`config.mk`:
```
export PLATFORM = sky130hd
export DESIGN_NAME = calShadowLock
export DESIGN_NICKNAME = d
export VERILOG_FILES = /design/src/rtl/calShadowPkg.sv /design/src/rtl/calShadowCtrl.sv /design/src/rtl/calShadowData.sv /design/src/rtl/calShadowLock.sv
export SDC_FILE = /design/constraint.sdc
export NUM_CORES = 1
export LEC_CHECK = 0
export ABC_CLOCK_PERIOD_IN_PS = 4300
export CORE_UTILIZATION = 50
export CTS_BUF_LIST = sky130_fd_sc_hd__clkbuf_4
export CTS_CLUSTER_DIAMETER = 60
export CTS_CLUSTER_SIZE = 20
export DETAILED_ROUTE_END_ITERATION = 12
export PLACE_DENSITY = 0.86
export SLEW_MARGIN = 20
export SYNTH_ARGS = -nofsm -noshare
export SYNTH_HDL_FRONTEND = slang
export SYNTH_SLANG_ARGS = --single-unit
export TNS_END_PERCENT = 5
```
`constraint.sdc`:
```
create_clock -name clk -period 4.3 [get_ports clk]
set_input_delay 0.645 -clock clk [delete_from_list [all_inputs] [get_ports clk]]
set_output_delay 0.645 -clock clk [all_outputs]
set_load 0.02 [all_outputs]
```
`src/rtl/calShadowPkg.sv`:
```
package calShadowPkg;

  typedef enum logic [1:0] {
    SEL_SUB  = 2'd0,
    SEL_TIME = 2'd1,
    SEL_DATE = 2'd2,
    SEL_NONE = 2'd3
  } regSel_e;

  // strobes from control to datapath
  typedef struct packed {
    logic    loadSub;
    logic    loadTime;
    logic    loadDate;
    logic    capture;
    logic    useLive;
    regSel_e sel;
  } calStrobes_t;

endpackage

```
`src/rtl/calShadowCtrl.sv`:
```
module calShadowCtrl
  import calShadowPkg::*;
(
  input  logic        clk,
  input  logic        rstN,
  input  logic        liveMode,
  input  logic        updatePulse,
  input  logic        rdEn,
  input  logic [1:0]  rdSel,
  output calStrobes_t strobes,
  output logic        timeLock,
  output logic        dateLock
);

  regSel_e sel;
  logic subRd, timeRd, dateRd;
  logic timeHold, dateHold;

  assign sel    = regSel_e'(rdSel);
  assign subRd  = rdEn && (sel == SEL_SUB)  && !liveMode;
  assign timeRd = rdEn && (sel == SEL_TIME) && !liveMode;
  assign dateRd = rdEn && (sel == SEL_DATE);

  // a freezing read in the same cycle as a pulse wins over the pulse
  assign timeHold = !liveMode && (timeLock || subRd);
  assign dateHold = !liveMode && (dateLock || subRd || timeRd);

  always_comb begin
    strobes.loadSub  = updatePulse;
    strobes.loadTime = updatePulse && !timeHold;
    strobes.loadDate = updatePulse && !dateHold;
    strobes.capture  = rdEn;
    strobes.useLive  = liveMode;
    strobes.sel      = sel;
  end

  always_ff @(posedge clk) begin
    if (!rstN || liveMode || dateRd) begin
      timeLock <= 1'b0;
      dateLock <= 1'b0;
    end else begin
      timeLock <= timeLock || subRd;
      dateLock <= dateLock || subRd || timeRd;
    end
  end

endmodule

```
`src/rtl/calShadowData.sv`:
```
module calShadowData
  import calShadowPkg::*;
#(
  parameter int SUB_W  = 16,
  parameter int TIME_W = 20,
  parameter int DATE_W = 24,
  parameter int DATA_W = 24
) (
  input  logic              clk,
  input  logic              rstN,
  input  calStrobes_t       strobes,
  input  logic [SUB_W-1:0]  cntSub,
  input  logic [TIME_W-1:0] cntTime,
  input  logic [DATE_W-1:0] cntDate,
  output logic              rdValid,
  output logic [DATA_W-1:0] rdData
);

  logic [SUB_W-1:0]  shSub;
  logic [TIME_W-1:0] shTime;
  logic [DATE_W-1:0] shDate;
  logic [DATA_W-1:0] readMux;

  always_comb begin
    unique case (strobes.sel)
      SEL_SUB:  readMux = DATA_W'(strobes.useLive ? cntSub  : shSub);
      SEL_TIME: readMux = DATA_W'(strobes.useLive ? cntTime : shTime);
      SEL_DATE: readMux = DATA_W'(strobes.useLive ? cntDate : shDate);
      default:  readMux = '0;
    endcase
  end

  always_ff @(posedge clk) begin
    if (!rstN) begin
      shSub   <= cntSub;
      shTime  <= cntTime;
      shDate  <= cntDate;
      rdValid <= 1'b0;
      rdData  <= '0;
    end else begin
      if (strobes.loadSub)  shSub  <= cntSub;
      if (strobes.loadTime) shTime <= cntTime;
      if (strobes.loadDate) shDate <= cntDate;
      rdValid <= strobes.capture;
      if (strobes.capture) rdData <= readMux;
    end
  end

endmodule

```
`src/rtl/calShadowLock.sv`:
```
module calShadowLock
  import calShadowPkg::*;
#(
  parameter int SUB_W  = 16,
  parameter int TIME_W = 20,
  parameter int DATE_W = 24,
  localparam int WIDE_W = (SUB_W > TIME_W) ? SUB_W : TIME_W,
  localparam int DATA_W = (WIDE_W > DATE_W) ? WIDE_W : DATE_W
) (
  input  logic              clk,
  input  logic              rstN,
  input  logic              liveMode,
  input  logic              updatePulse,
  input  logic [SUB_W-1:0]  cntSub,
  input  logic [TIME_W-1:0] cntTime,
  input  logic [DATE_W-1:0] cntDate,
  input  logic              rdEn,
  input  logic [1:0]        rdSel,
  output logic              rdValid,
  output logic [DATA_W-1:0] rdData
);

  calStrobes_t strobes;
  logic timeLock, dateLock;

  calShadowCtrl u_ctrl (
    .clk         (clk),
    .rstN        (rstN),
    .liveMode    (liveMode),
    .updatePulse (updatePulse),
    .rdEn        (rdEn),
    .rdSel       (rdSel),
    .strobes     (strobes),
    .timeLock    (timeLock),
    .dateLock    (dateLock)
  );

  calShadowData #(
    .SUB_W  (SUB_W),
    .TIME_W (TIME_W),
    .DATE_W (DATE_W),
    .DATA_W (DATA_W)
  ) u_data (
    .clk     (clk),
    .rstN    (rstN),
    .strobes (strobes),
    .cntSub  (cntSub),
    .cntTime (cntTime),
    .cntDate (cntDate),
    .rdValid (rdValid),
    .rdData  (rdData)
  );

endmodule

```
==> impl_metrics.tcl, run 1 <==
set metrics [dict create \
    fmax_mhz 421.7 \
    power_density_nw_per_um2 351.1 \
    hold_path.class "flop to flop" \
    synthFlopType "edfxtp_1" \
    floorplan.die.width_microns 90.81 \
    tritoncts "yes" \
    fill_cells 572 \
    synthArstFlopShare 0 \
    finalCritPeriodShare 0.5515 \
    syn-num-nets 345 \
    peakVddDrop_mv 0.1791 \
    crit_family "compound AO/OA/AOI/OAI gates" \
    max_stage_delay_ps 810 \
    drc_errors 0 \
    clkSlewWorstSetupHoldPaths_ps 140 \
    gr-usage-all-layers 0.2139 \
    antenna_found_initial 0 \
    nets 431 \
    h-tree-depth 3 \
    finalClockSkew_ps 14.33 \
    synth_area_sq_um 3944 \
    io_pins 92 \
    io_buffers 91 \
    synth_edf_count 60 \
    status "complete, no violations" \
    final_common_cell "clkdlybuf4s50_1" \
    crit_arrival_ps 2440 \
    drt_pass1_iterations 4 \
    crit_type "input port to flop" \
    path_buf_inv 2 \
    place_inst 455 \
    globalRouteOverflowTotal 0 \
    ys_seq_area_frac 0.5939 \
    root_buffer "clkbuf_4" \
    ys_types 27 \
    ys_top_cells_by_area "edfxtp_1 (46%), mux2i_1 (15%), dfxtp_1 (14%)" \
    wl_per_cell_microns 18.00 \
    finalCriticalPeriod_ps 2372 \
    cap_violations 0 \
    maxSlewHeadroom 0.2248 \
    cts_setup_buffers 0 \
    rsz0062_at_grt "no" \
    clk_latency_ps 440 \
    worst_setup_path_start_kind "input port" \
    yosysTopAreaCell "edfxtp_1" \
    initial_core_util 0.5130 \
    pre_cts_ws_ps 1437 \
    cts_sinks 87 \
    post_cts_resized 0 \
    syn_inst 278 \
    grt_max_degree 37 \
    fin_setup_tns_ps 0 \
    slew_violations 0 \
    rows 32 \
    clockBufferDepth 2 \
    setup_viol 0 \
    drive_gt1_frac 0.1111 \
    crit_chain "clkdlybuf4s50_1 -> buf_4 -> or3b_2 -> a21oi_1 -> o21ai_2" \
    grt_pass1_vias 2658 \
    p_leak_nw 1.913 \
    fp.dieH_microns 90.81 \
    power_mw 1.761 \
    hold_violations 0 \
    drt-total-wl_microns 8476 \
    critPathRequiredTime_ps 4360 \
    tightestPinTransition_ps 1163 \
    num_vias 2630 \
    avgViaCountPerCell 5.584 \
    yosys_warnings 0 \
    end_kind "flop" \
    core_area_sq_um 7687 \
    dpl.hpwl_microns 5699 \
    crit_fanout 32 \
    postCtsHoldBufs 0 \
    cts_buffers 9 \
    cpMaxStageDelayCell "o21ai_2" \
    drt_iter0_markers 124 \
    layout_setup_ws_ps 1928 \
    grt_pass1_wl_microns 13670 \
    yosys.area.top_type_share 0.4569 \
    yosys_register_bits 87 \
    syn2layout_area_growth_pct 27.16 \
    num_antenna_cells 0 \
    stdcell_count 471 \
    timing.hold.ws_ps 471.4 \
    place_congestion 0.7512 \
    drtAntennaViolNets 0 \
    syn_area_per_cell_sq_um 14.19 \
    die_area_sq_um 8246 \
    final_cell_mix "clkdlybuf4s50_1 (90), mux2i_1 (60), edfxtp_1 (60)" \
]
==> final timing paths <==
| path | startpoint | end | slack [ps] | cells past startpoint |
|---|---|---|---|---|
| max | rdEn | u_data.shTime[15] | 1930 | 5 |
| min | u_ctrl.dateLock | u_ctrl.dateLock | 470 | 2 |
| max reg2reg | u_ctrl.timeLock | u_data.shTime[15] | 2650 | 3 |
| min reg2reg | u_ctrl.dateLock | u_ctrl.dateLock | 470 | 2 |
==> final cells by class <==
class,instances,area [sq um],area share
multi-input combinational,164,1418,0.2827
clock inverter,7,95.09,0.01896
timing repair buffer,95,938.4,0.1871
sequential,87,2342,0.4671
tap,102,127.6,0.02545
inverter,7,26.28,0.005240
clock buffer,9,67.56,0.01347
==> worst register-to-register path: cells and delay by family, from the launching register on <==
family          cells  cell delay (ps)
flops               1              350
buf+inv             1               50
compound gates      2              880
==> sequential cells by signal, indices dropped and copies added (netlist names) <==
| name | cells |
|---|---|
| u_data.rdValid | 1 |
| u_ctrl.timeLock | 1 |
| u_data.shDate | 24 |
| u_data.rdData | 24 |
| u_data.shTime | 20 |
| u_ctrl.dateLock | 1 |
| u_data.shSub | 16 |
==> synthesized netlist by cell type, types with 5 or more instances <==
library cell / count
o221a_1: 10
o22ai_1: 10
o221a_2: 6
inv_1: 7
and2_1: 5
mux2i_1: 60
buf_6: 8
o22ai_2: 10
buf_2: 7
nor2b_1: 16
o21bai_1: 16
nand2b_1: 5
edfxtp_1: 60
a21oi_1: 6
dfxtp_1: 27
==> logic make-up (layout without fill, tap and decap cells) <==
family / Yosys count / count (layout) / share of synthesized area
AOI/OAI and AO/OA: 69 / 69 / 0.1507
buffers and inverters: 27 / 118 / 0.04854
DFF: 87 / 87 / 0.5939
muxes: 60 / 60 / 0.1523
and+or+nand+nor: 35 / 35 / 0.05457
==> per-stage QoR <==
stage	util	instance area [sq um]
final	0.6523	5015
after global routing	0.6523	5015
after CTS	0.6523	5015
after detailed placement	0.6312	4852
after global placement	0.6312	4852
after floorplan	-	3944
==> power breakdown <==
| part | switching [mW] | leakage, nW | internal, mW |
|---|---|---|---|
| registers | 0.0184 | 0.829 | 0.955 |
| logic | 0.123 | 0.997 | 0.133 |
| clock network | 0.293 | 0.0867 | 0.238 |
| total | 0.435 | 1.91 | 1.33 |
==> layer usage <==
| layer | GRT usage | part of all wire |
|---|---|---|
| met5 | 0 | 0 |
| met4 | 0.07937 | 0.017 |
| met3 | 0.03451 | 0.055 |
| met2 | 0.3251 | 0.46 |
| met1 | 0.3089 | 0.46 |
(Power assumes the default switching activity.)
==> run 2: changes to the inputs <==
ABC_CLOCK_PERIOD_IN_PS = 2000   (was 4300)
CORE_UTILIZATION = 47   (was 50)
PLACE_DENSITY = 0.85   (was 0.86)
clock period = 2 ns   (was 4.3 ns; I/O delays follow)
==> run 2 against run 1 <==
Net effect:
- wire length up 1.9%
- final cell count up 4.0%
- combinational power up 130%
- die area up 6.2%
- largest power group unchanged
- sequential cell count unchanged
- clock power up 84%
- sequential power up 110%
- total power up 110%
- worst setup slack worse by 1700 ps
- largest cell class unchanged
==> impl_metrics.tcl, run 2 (synthesis gave the netlist of run 1 again) <==
set metrics [dict create \
    reg2reg_from "u_ctrl.timeLock" \
    nets 447 \
    initial_core_util 0.4824 \
    avgViaCountPerCell 5.486 \
    core_area_sq_um 8175 \
    cap_violations 0 \
    postCtsHoldBufs 0 \
    cts_setup_buffers 0 \
    grt_pass1_wl_microns 13980 \
    crit_type "flop to output pin" \
    hold_violations 0 \
    io_pins 92 \
    worst_setup_path_start_kind "flop" \
    h-tree-depth 3 \
    io_buffers 91 \
    num_vias 2688 \
    clockBufferDepth 2 \
    place_inst 474 \
    drt-total-wl_microns 8637 \
    cpMaxStageDelayCell "clkdlybuf4s50_1" \
    setup_viol 0 \
    grt_max_degree 32 \
    multi_input_area_sq_um 1418 \
    tightestPinTransition_ps 313.0 \
    clk_latency_ps 430 \
    stdcell_count 490 \
    clkSlewWorstSetupHoldPaths_ps 140 \
    rsz0062_at_grt "no" \
    wl_per_cell_microns 17.63 \
    place_congestion 0.7812 \
    crit_chain "clkdlybuf4s50_1" \
    globalRouteOverflowTotal 0 \
    rows 33 \
    status "complete, no violations" \
    max_stage_delay_ps 620 \
    crit_fanout 2 \
    path_buf_inv 1 \
    setup.worst_path.start "u_data.rdData[7]" \
    busiest_layer "met2" \
    grt_pass1_vias 2833 \
    drc_errors 0 \
    crit_arrival_ps 1440 \
    critPathRequiredTime_ps 1700 \
    slew_violations 0 \
    cts_sinks 87 \
    fin_setup_tns_ps 0 \
    finalClockSkew_ps 19.18 \
    top_regs "u_data.rdData (24), u_data.shDate (24), u_data.shTime (20)" \
    hold_start "liveMode" \
    syn2layout_area_growth_pct 31.19 \
    power_density_nw_per_um2 707.2 \
    drive_gt1_frac 0.1429 \
    die_area_sq_um 8761 \
    grt_use_met2 0.3738 \
    drtAntennaViolNets 0 \
    num_antenna_cells 0 \
    final_common_cell "clkdlybuf4s50_1" \
    drt_iter0_markers 134 \
    post_cts_resized 0 \
    antenna_found_initial 0 \
    hold_path.class "input port to flop" \
    drt_pass1_iterations 4 \
    gr-usage-all-layers 0.2151 \
    grt_util_met3 0.05772 \
    crit_family "buffers and inverters" \
    dpl.hpwl_microns 6392 \
    finalCritPeriodShare 0.8684 \
    end_kind "output pin" \
    root_buffer "clkbuf_4" \
    fp.dieH_microns 93.60 \
    gr-usage-met1 0.2602 \
    floorplan.die.width_microns 93.60 \
    fmax_mhz 575.8 \
    fill_cells 630 \
    seqCellArea_sq_um 2342 \
    peakVddDrop_mv 0.5217 \
    tritoncts "yes" \
    cts_buffers 9 \
    final_cell_mix "clkdlybuf4s50_1 (90), mux2i_1 (60), edfxtp_1 (60)" \
    p_leak_nw 2.003 \
    maxSlewHeadroom 0.7913 \
    finalCriticalPeriod_ps 1737 \
]
## run 2: area by class of cell
type / count / share of cell area
repair buffers: 111 / 0.2167
clock buffers: 10 / 0.01451
flip-flops and latches: 87 / 0.4527
multi-input cells: 164 / 0.2740
clock inverters: 6 / 0.01161
well taps: 105 / 0.02539
inverters: 7 / 0.005079
## run 2: worst paths after layout
path	to	slack, ps	cells after the start
min	u_ctrl.timeLock	350	3
max reg2reg	u_data.shTime[7]	860	4
max	rdData[7]	260	1
min reg2reg	u_ctrl.dateLock	500	2
## run 2: power by group
| group | total, mW | leakage, nW | switching (mW) | internal, mW |
|---|---|---|---|---|
| Combinational | 0.591 | 1.10 | 0.271 | 0.320 |
| Sequential | 2.09 | 0.829 | 0.0391 | 2.05 |
| Clock | 0.976 | 0.0758 | 0.584 | 0.393 |
| Total | 3.66 | 2.00 | 0.894 | 2.76 |
## run 2: per-layer routing
layer,vias to the layer above,routed length [microns]
li1,1289,-
met1,1286,3586
met2,98,4382
met3,15,507
met4,0,160
met5,-,0
## run 2: worst min-delay path: cells and delay by family
family	cells	cell delay [ps]
buf+inv	1	240
simple gates	1	170
compound gates	1	50
## run 2: stage by stage
step	power, mW	util	area (sq um)	setup WS, ps	hold WS [ps]
floorplan	2.433	-	3948	33.82	398.9
global placement	2.706	0.6163	5039	33.56	445.8
detailed placement	2.724	0.6163	5039	8.038	472.6
CTS	3.680	0.6328	5174	262.0	341.3
global route	3.802	0.6328	5174	223.3	354.3
finish	3.659	0.6328	5174	263.2	352.2
